[src/rtl/smi_map_pkg.sv]
package smi_map_pkg;
  localparam int REG_W = 8;
  localparam int N_DEV = 4;
  localparam int N_FIX = 3;
  localparam int N_SRC = N_DEV + N_FIX;

  typedef enum logic [1:0] {
    SEL_EN_DEV = 2'd0,
    SEL_EN_FIX = 2'd1,
    SEL_ST_DEV = 2'd2,
    SEL_ST_FIX = 2'd3
  } reg_sel_e;

  // bits of each status register that are plain storage
  localparam logic [REG_W-1:0] DEV_KEEP_MASK = 8'hE1;
  localparam logic [REG_W-1:0] FIX_KEEP_MASK = 8'hEC;

  // source order: parallel, serial B, serial A, floppy, fixed A, fixed B, fixed C
  localparam int EN_POS [N_SRC] = '{1, 2, 3, 4, 0, 1, 7};
  localparam int ST_POS [N_SRC] = '{1, 2, 3, 4, 0, 1, 4};
endpackage

[src/rtl/smi_src_select.sv]
module smi_src_select #(
  parameter int N_IRQ = 16,
  parameter int IRQW  = $clog2(N_IRQ),
  parameter int N_SRC = 7
) (
  input  logic                       clk,
  input  logic                       rst_n,
  input  logic [N_IRQ-1:0]           irq_lines,
  input  logic [N_SRC-1:0][IRQW-1:0] src_num,
  output logic [N_SRC-1:0]           src_rise
);
  logic [N_SRC-1:0] lvl;
  logic [N_SRC-1:0] lvl_q;

  for (genvar g = 0; g < N_SRC; g++) begin : g_src
    assign lvl[g]      = irq_lines[src_num[g]];
    assign src_rise[g] = lvl[g] & ~lvl_q[g];
  end

  always_ff @(posedge clk) begin
    if (!rst_n) lvl_q <= '0;
    else        lvl_q <= lvl;
  end
endmodule

[src/rtl/smi_status_regs.sv]
module smi_status_regs
  import smi_map_pkg::*;
(
  input  logic             clk,
  input  logic             rst_n,
  input  logic             wr_en,
  input  logic [1:0]       wr_sel,
  input  logic [REG_W-1:0] wr_data,
  input  logic [N_SRC-1:0] src_rise,
  output logic [REG_W-1:0] en_dev,
  output logic [REG_W-1:0] en_fix,
  output logic [REG_W-1:0] st_dev,
  output logic [REG_W-1:0] st_fix
);
  logic [REG_W-1:0] set_dev, set_fix;
  logic [REG_W-1:0] nxt_dev, nxt_fix;

  always_comb begin
    set_dev = '0;
    set_fix = '0;
    for (int s = 0; s < N_SRC; s++) begin
      if (s < N_DEV) begin
        if (src_rise[s] && en_dev[EN_POS[s]]) set_dev[ST_POS[s]] = 1'b1;
      end else begin
        if (src_rise[s] && en_fix[EN_POS[s]]) set_fix[ST_POS[s]] = 1'b1;
      end
    end
  end

  always_comb begin
    nxt_dev = st_dev;
    nxt_fix = st_fix;
    if (wr_en && wr_sel == SEL_ST_DEV)
      nxt_dev = (wr_data & DEV_KEEP_MASK) | (st_dev & ~DEV_KEEP_MASK & ~wr_data);
    if (wr_en && wr_sel == SEL_ST_FIX)
      nxt_fix = (wr_data & FIX_KEEP_MASK) | (st_fix & ~FIX_KEEP_MASK & ~wr_data);
    nxt_dev = nxt_dev | set_dev;
    nxt_fix = nxt_fix | set_fix;
  end

  always_ff @(posedge clk) begin
    if (!rst_n) begin
      en_dev <= '0;
      en_fix <= '0;
      st_dev <= '0;
      st_fix <= '0;
    end else begin
      if (wr_en && wr_sel == SEL_EN_DEV) en_dev <= wr_data;
      if (wr_en && wr_sel == SEL_EN_FIX) en_fix <= wr_data;
      st_dev <= nxt_dev;
      st_fix <= nxt_fix;
    end
  end
endmodule

[src/rtl/smi_rsp_stage.sv]
module smi_rsp_stage #(
  parameter int DW = 8
) (
  input  logic          clk,
  input  logic          rst_n,
  input  logic          req_valid,
  input  logic          req_write,
  input  logic [DW-1:0] rd_value,
  output logic          req_ready,
  output logic          rsp_valid,
  input  logic          rsp_ready,
  output logic [DW-1:0] rsp_rdata
);
  logic take_rd;

  assign req_ready = ~rsp_valid | rsp_ready;
  assign take_rd   = req_valid & req_ready & ~req_write;

  always_ff @(posedge clk) begin
    if (!rst_n) begin
      rsp_valid <= 1'b0;
      rsp_rdata <= '0;
    end else if (take_rd) begin
      rsp_valid <= 1'b1;
      rsp_rdata <= rd_value;
    end else if (rsp_ready) begin
      rsp_valid <= 1'b0;
    end
  end
endmodule

[src/rtl/smi_event_mapper.sv]
module smi_event_mapper
  import smi_map_pkg::*;
#(
  parameter int N_IRQ     = 16,
  parameter int IRQW      = $clog2(N_IRQ),
  parameter int FIX_IRQ_A = 12,
  parameter int FIX_IRQ_B = 1,
  parameter int FIX_IRQ_C = 10
) (
  input  logic             clk,
  input  logic             rst_n,
  input  logic [N_IRQ-1:0] irq_lines,
  input  logic [IRQW-1:0]  par_irq_num,
  input  logic [IRQW-1:0]  ser_b_irq_num,
  input  logic [IRQW-1:0]  ser_a_irq_num,
  input  logic [IRQW-1:0]  fdc_irq_num,
  input  logic             req_valid,
  output logic             req_ready,
  input  logic             req_write,
  input  logic [1:0]       req_addr,
  input  logic [REG_W-1:0] req_wdata,
  output logic             rsp_valid,
  input  logic             rsp_ready,
  output logic [REG_W-1:0] rsp_rdata,
  output logic             smi_o
);
  logic [N_SRC-1:0][IRQW-1:0] src_num;
  logic [N_SRC-1:0]           src_rise;
  logic [REG_W-1:0]           en_dev, en_fix, st_dev, st_fix;
  logic [REG_W-1:0]           rd_value;
  logic                       wr_en;
  logic [N_SRC-1:0]           armed;

  always_comb begin
    src_num[0] = par_irq_num;
    src_num[1] = ser_b_irq_num;
    src_num[2] = ser_a_irq_num;
    src_num[3] = fdc_irq_num;
    src_num[4] = IRQW'(FIX_IRQ_A);
    src_num[5] = IRQW'(FIX_IRQ_B);
    src_num[6] = IRQW'(FIX_IRQ_C);
  end

  smi_src_select #(.N_IRQ(N_IRQ), .IRQW(IRQW), .N_SRC(N_SRC)) u_sel (
    .clk      (clk),
    .rst_n    (rst_n),
    .irq_lines(irq_lines),
    .src_num  (src_num),
    .src_rise (src_rise)
  );

  assign wr_en = req_valid & req_ready & req_write;

  smi_status_regs u_regs (
    .clk     (clk),
    .rst_n   (rst_n),
    .wr_en   (wr_en),
    .wr_sel  (req_addr),
    .wr_data (req_wdata),
    .src_rise(src_rise),
    .en_dev  (en_dev),
    .en_fix  (en_fix),
    .st_dev  (st_dev),
    .st_fix  (st_fix)
  );

  always_comb begin
    unique case (req_addr)
      SEL_EN_DEV: rd_value = en_dev;
      SEL_EN_FIX: rd_value = en_fix;
      SEL_ST_DEV: rd_value = st_dev;
      default:    rd_value = st_fix;
    endcase
  end

  smi_rsp_stage #(.DW(REG_W)) u_rsp (
    .clk      (clk),
    .rst_n    (rst_n),
    .req_valid(req_valid),
    .req_write(req_write),
    .rd_value (rd_value),
    .req_ready(req_ready),
    .rsp_valid(rsp_valid),
    .rsp_ready(rsp_ready),
    .rsp_rdata(rsp_rdata)
  );

  for (genvar g = 0; g < N_SRC; g++) begin : g_arm
    if (g < N_DEV) begin : g_dev
      assign armed[g] = st_dev[ST_POS[g]] & en_dev[EN_POS[g]];
    end else begin : g_fix
      assign armed[g] = st_fix[ST_POS[g]] & en_fix[EN_POS[g]];
    end
  end

  assign smi_o = |armed;
endmodule

[config.mk]
export PLATFORM = sky130hd
export DESIGN_NAME = smi_event_mapper
export DESIGN_NICKNAME = d
export VERILOG_FILES = /design/src/rtl/smi_map_pkg.sv /design/src/rtl/smi_src_select.sv /design/src/rtl/smi_status_regs.sv /design/src/rtl/smi_rsp_stage.sv /design/src/rtl/smi_event_mapper.sv
export SDC_FILE = /design/constraint.sdc
export NUM_CORES = 1
export LEC_CHECK = 0
export BUFFER_PORTS_ARGS = -buffer_cell sky130_fd_sc_hd__clkbuf_2
export CAP_MARGIN = 30
export CELL_PAD_IN_SITES_DETAIL_PLACEMENT = 1
export CELL_PAD_IN_SITES_GLOBAL_PLACEMENT = 1
export CORE_MARGIN = 2
export CORE_UTILIZATION = 39
export DETAILED_ROUTE_END_ITERATION = 8
export HOLD_SLACK_MARGIN = 0.08
export PLACE_DENSITY_LB_ADDON = 0.1
export SYNTH_ARGS = -nofsm -noshare
export SYNTH_HDL_FRONTEND = slang
export SYNTH_SLANG_ARGS = --single-unit
[constraint.sdc]
create_clock -name clk -period 2 [get_ports clk]
set_clock_uncertainty 0.05 [all_clocks]
set_input_delay 0.5 -clock clk [delete_from_list [all_inputs] [get_ports clk]]
set_output_delay 0.5 -clock clk [all_outputs]
set_load 0.1 [all_outputs]
### Yosys cells after proc, flatten, opt, wreduce, memory -nomap -nowiden

Cells that the tools add are included.

* logic and storage cells: 82
* bits in registers: 48

* order comparisons: 4
* mux-type cells: 20
* equality and inequality tests: 3
* bitwise gates (word level): 34
* reductions and logical operators: 14

Operators with widths (count)
* 8-bit one-hot mux with 3 select lines: 1
* 4-bit by 5-bit < comparator with 1-bit output (second input constant): 4
* 1-bit bitwise AND: 17
* 5-bit by 8-bit bitwise AND with 8-bit output: 2
* 1-bit binary-select mux with 4-bit select: 4
* 8-bit 2-to-1 mux: 2
* 8-bit by 5-bit bitwise OR with 8-bit output: 2
* 8-bit bitwise OR: 2
* 1-bit 2-to-1 mux: 13
* 1-bit logical AND: 11
* 1-bit NOT: 9
* 8-bit NOT: 1
* 7-bit OR reduction: 1
* 2-bit equality test (second input constant): 2
* 2-bit by 1-bit equality test with 1-bit output (second input constant): 1
* 2-bit zero test: 1
* 2-bit nonzero test: 1
* 1-bit bitwise OR: 1

### Depth between registers and ports, before layout

* depth in word-level cells: 7
* gate-level depth with buffers: 6
* depth with buffers taken out: 5

### By module

A second synthesis with hierarchy kept.

* cell total of the unflattened synthesis: 306
* area, all modules: 3115.5 µm²

Modules (own cells, without submodules)
* smi_status_regs: cells an instance 125, sequential area each 640.6 µm², times used 1, area each 1252.5 µm²
* smi_src_select: cells an instance 124, sequential area each 140.1 µm², times used 1, area each 1229.9 µm²
* smi_rsp_stage: cells an instance 40, sequential area each 180.2 µm², times used 1, area each 392.9 µm²
* smi_event_mapper: cells an instance 17, sequential area each 0.0 µm², times used 1, area each 240.2 µm²

### Worst setup path after synthesis

Ideal clock, no wire load.

* path kind: register -> register
* start point: register u_rsp.rsp_valid
* end point: register u_rsp.rsp_rdata[0]
* path slack: -0.662 ns
* arrival: 2.536 ns
* cell stages (with the launch flop): 7
* required time: 1.874 ns
* library setup time: 0.076 ns
* path buffers: 1
* cell sequence: dfxtp_1 > nor2b_1 > clkbuf_1 > inv_1 > nand3b_1 > nand2_1 > a21boi_0

* cells in the longest elaborated chain, start to end: 4

Ends and longest elaborated chain
* start, declared: RTL line smi_rsp_stage.sv:10 `output logic rsp_valid,`
* start signal, assigned: RTL line smi_rsp_stage.sv:21 `rsp_valid <= 1'b0;`
* start signal, assigned: RTL line smi_rsp_stage.sv:24 `rsp_valid <= 1'b1;`
* start signal, assigned: RTL line smi_rsp_stage.sv:27 `rsp_valid <= 1'b0;`
* 1-bit NOT: RTL line smi_rsp_stage.sv:16 `assign req_ready = ~rsp_valid | rsp_ready;`
* 1-bit bitwise OR: RTL line smi_rsp_stage.sv:16
* named net req_ready: RTL line smi_event_mapper.sv:18 `output logic req_ready,`
* 1-bit bitwise AND (2 in series): RTL line smi_rsp_stage.sv:17 `assign take_rd = req_valid & req_ready & ~req_write;`
* end signal, assigned: RTL line smi_rsp_stage.sv:25 `rsp_rdata <= rd_value;`
* end, declared: RTL line smi_rsp_stage.sv:12 `output logic [DW-1:0] rsp_rdata`

The timed path passes the listed nets, and every way through them passes these cells.
A chain may end at the register's enable or synchronous reset.

### Worst setup path in the final report

* start point: register u_regs.en_dev[4]
* end point: output port smi_o

* cells in the longest elaborated chain, start to end: 2

Ends and longest elaborated chain
* start, declared: RTL line smi_status_regs.sv:10 `output logic [REG_W-1:0] en_dev,`
* start signal, assigned: RTL line smi_status_regs.sv:48 `if (wr_en && wr_sel == SEL_EN_DEV) en_dev <= wr_data;`
* 1-bit bitwise AND: RTL line smi_event_mapper.sv:90 `assign armed[g] = st_dev[ST_POS[g]] & en_dev[EN_POS[g]];`
* 7-bit OR reduction: RTL line smi_event_mapper.sv:96 `assign smi_o = |armed;`
* end, declared: RTL line smi_event_mapper.sv:25 `output logic smi_o`

Every way passes these cells.

==> impl_metrics.csv <==
group,metric,value,unit
global_route,grt_pass1_vias,1972,
timing,relSlewSlack,64.0,%
pwr,total_leakage_power,1.27,nW
timing,setup_viol,0,
timing,post-route-period-util,98.7,%
cells_and_area,finish.utilization,50.3,%
placement,dp.cells,342,
placement,dp_hpwl,5.11,mm
clocking,worstSkewPairLatency,310,ps
synthesis,ys_seq_elements,48,
min_path,hold_path_class,"flip-flop to flip-flop",
drt,dr.pass1.iters,4,
drt,vias,1932,
drt,drc,0,
critical_path,worstPathArrival,1420,ps
critical_path,critical_path_class,"flip-flop to primary output",
pwr,power_frac_comb,16.1,%
timing,fin_crit,1970,ps
global_route,grtUsageTotal,19.3,%
flow_run,drv_cap,0,
die,dieArea,7220,µm²
pwr,pwr-share-clk,35.9,%
clocking,post_cts_buffers,0,
synthesis,async_flop_share,0,%
cells_and_area,antenna_cells,0,
clocking,cts_sinks,48,
synthesis,ys_seq_area_share,37.6,%
timing,maxSlewViolCount,0,
critical_path,required,1450,ps
cells_and_area,drive_gt1_share,37.2,%
synthesis,mappedNetlistArea,2560,µm²
synthesis,synth_fa_ha_area_share,0,%
die,num_rows,29,
clocking,cts_buffer_depth,2,
synthesis,yosys-top-cells-area,"dfxtp_1, mux4_1, mux4_2, mux2i_1, nor2b_1",
critical_path,crit_path_end_kind,"primary output",
synthesis,synth.distinct_cells,23,
critical_path,start_kind,"flip-flop",
synthesis,synth_top_family_by_area,"multiplexers",
drt,ant_nets,0,
cells_and_area,areaGrowthSynthToFinish,24.9,%
synthesis,yosys_warnings,0,
die,ios,58,
pwr,cellInternalPower,1.54,mW
cells_and_area,layout.nets,320,
synthesis,synth_commonest_cells,"dfxtp_1, nor2b_1, mux2i_1",
synthesis,syn-instance-count,205,
critical_path,cp_top_family,"compound AO/OA/AOI/OAI gates",
critical_path,critPathSlowestCell,"a222oi_1",
timing,fmax,506,MHz
synthesis,yosys.area_share.simple,16.7,%
placement,gp_congestion,0.819,
synthesis,synth_edf_count,0,
synthesis,synth_top_cell_area_share,37.6,%
drt,viasPerCell,5.50,
critical_path,worst-path-buf-inv,1,
die,start_util,40.3,%
die,die-height,85.0,µm
pwr,peakVddDrop,487,µV
synthesis,synth_xor_xnor_area_share,0,%
timing,hold_viol,0,
placement,io_buffers,57,
synthesis,yosysMostFrequentCell,"dfxtp_1",
pwr,power_switching,532,µW
critical_path,crit_path_max_fanout,4,
synthesis,synthFlopType,"dfxtp_1",
pwr,p_per_area,648,nW/µm²
synthesis,syn_nets,252,
global_route,antenna_found_initial,0,
cells_and_area,stdcell_count,351,
clocking,cts_max_level,2,
global_route,grt_pass1_wl,10.7,mm
clocking,clk_pin_slew,100,ps
pwr,swShare,25.7,%
clocking,cts_buffers,5,
drt,dr.first_iter.drc_count,63,
timing,rsz0062_at_grt,"yes",
drt,wl_per_cell,19.1,µm
synthesis,yosysTopAreaCell,"dfxtp_1",
die,die-width,85.0,µm
synthesis,avgSynthCellArea,12.5,µm²
synthesis,synth_compound_area_share,6.66,%
clocking,cts-root-buf,"clkbuf_8",
die,core,6350,µm²
outcome,status,"completed",
global_route,globalRoute.totalOverflow,0,
critical_path,slowest_delay,370,ps
pwr,seqPwrFrac,48.0,%
drt,drt-total-wl,6.71,mm
synthesis,synth.area.mux_share,36.8,%
clocking,cts_tree,"done",
timing,worst_pin_slew,543,ps
critical_path,cp_cell_sequence,"a222oi_1 > nand3_1 > buf_12",
global_route,grt_max_degree,26,
-- cells in the final DEF (no fill, tap or decap), drive strengths merged, types with 2 or more instances in the layout --
cell type	synthesis	layout
dfxtp	48	48
inv	4	5
buf	3	15
mux2i	25	25
nand2	21	21
o21ai	3	3
nand3b	4	4
a32o	4	4
mux4	28	28
nor4b	2	2
a22oi	2	2
and2	7	7
a21boi	12	12
nor2b	30	30
clkbuf	7	61
-- worst reg2reg max path, stage by stage (launching register included) --
cell and delay [ps]:
dfxtp_4 350, nor2b_4 280, clkinvlp_4 190, nand3b_1 330, nand2_1 110, a21boi_1 140
-- cells by family (layout without fill, tap and decap cells) --
| logic type | count (synthesis) | after routing |
|---|---|---|
| buf+inv | 14 | 83 |
| compound gates | 22 | 22 |
| mux | 53 | 53 |
| flops | 48 | 48 |
| simple gates | 68 | 68 |
-- final cells by class --
cell class / instances / area [µm²]
inverters: 4 / 18.8
clock inverters: 3 / 45.0
well taps: 77 / 96.3
multi-input cells: 143 / 1550
fillers: 692 / 3160
repair buffers: 71 / 445
clock buffers: 5 / 68.8
flip-flops and latches: 48 / 966
-- power by group through the flow --
stage          logic (mW)  registers, mW  clock network [mW]
6_report            0.332          0.993               0.743
5_1_grt             0.358          0.996               0.795
4_1_cts             0.334          0.993               0.757
3_5_place_dp        0.333           1.02                   0
3_3_place_gp        0.324           1.01                   0
2_1_floorplan       0.180           1.03                   0
-- path summary, 6_finish.rpt --
check	from	to	slack, ps	cells after the start
setup reg to reg	u_rsp.rsp_valid	u_rsp.rsp_rdata[1]	500	5
hold reg to reg	u_rsp.rsp_rdata[5]	u_rsp.rsp_rdata[5]	410	2
hold / removal	u_rsp.rsp_rdata[5]	u_rsp.rsp_rdata[5]	410	2
setup / recovery	u_regs.en_dev[4]	smi_o	30	3
-- per-layer routing --
| metal | wire (µm) | part of all wire [%] | vias up | track usage [%] |
|---|---|---|---|---|
| met5 | 0 | 0 | - | 0 |
| met4 | 80 | 1.2 | 0 | 4.76 |
| met3 | 194 | 2.9 | 8 | 3.40 |
| met2 | 3290 | 49 | 39 | 31.4 |
| met1 | 3140 | 47 | 958 | 26.9 |
| li1 | - | - | 927 | - |
-- registers in the layout, summed over array words and instances (netlist names) --
name,count
u_sel.lvl_q,7
u_rsp.rsp_rdata,8
u_regs.st_dev,8
u_regs.st_fix,8
u_rsp.rsp_valid,1
u_regs.en_dev,8
u_regs.en_fix,8
-- through the flow --
stage	setup TNS [ps]	power [mW]	setup WS [ps]	hold slack (ps)	instance area [µm²]
after floorplan	-220	1.21	-26.1	415	2580
after global placement	-809	1.34	-202	399	3060
after detailed placement	-1200	1.35	-284	403	3060
after CTS	0	2.08	27.6	416	3180
after global routing	-28.2	2.15	-28.2	444	3190
final	0	2.07	25.2	414	3190
-- timing repair --
item	CTS	global route
resized for setup	2	3
pin swaps	0	2
endpoints found under the setup margin	1	1
cloned	0	0
hold buffers	0	0
Power figures use the tool's default switching activity.
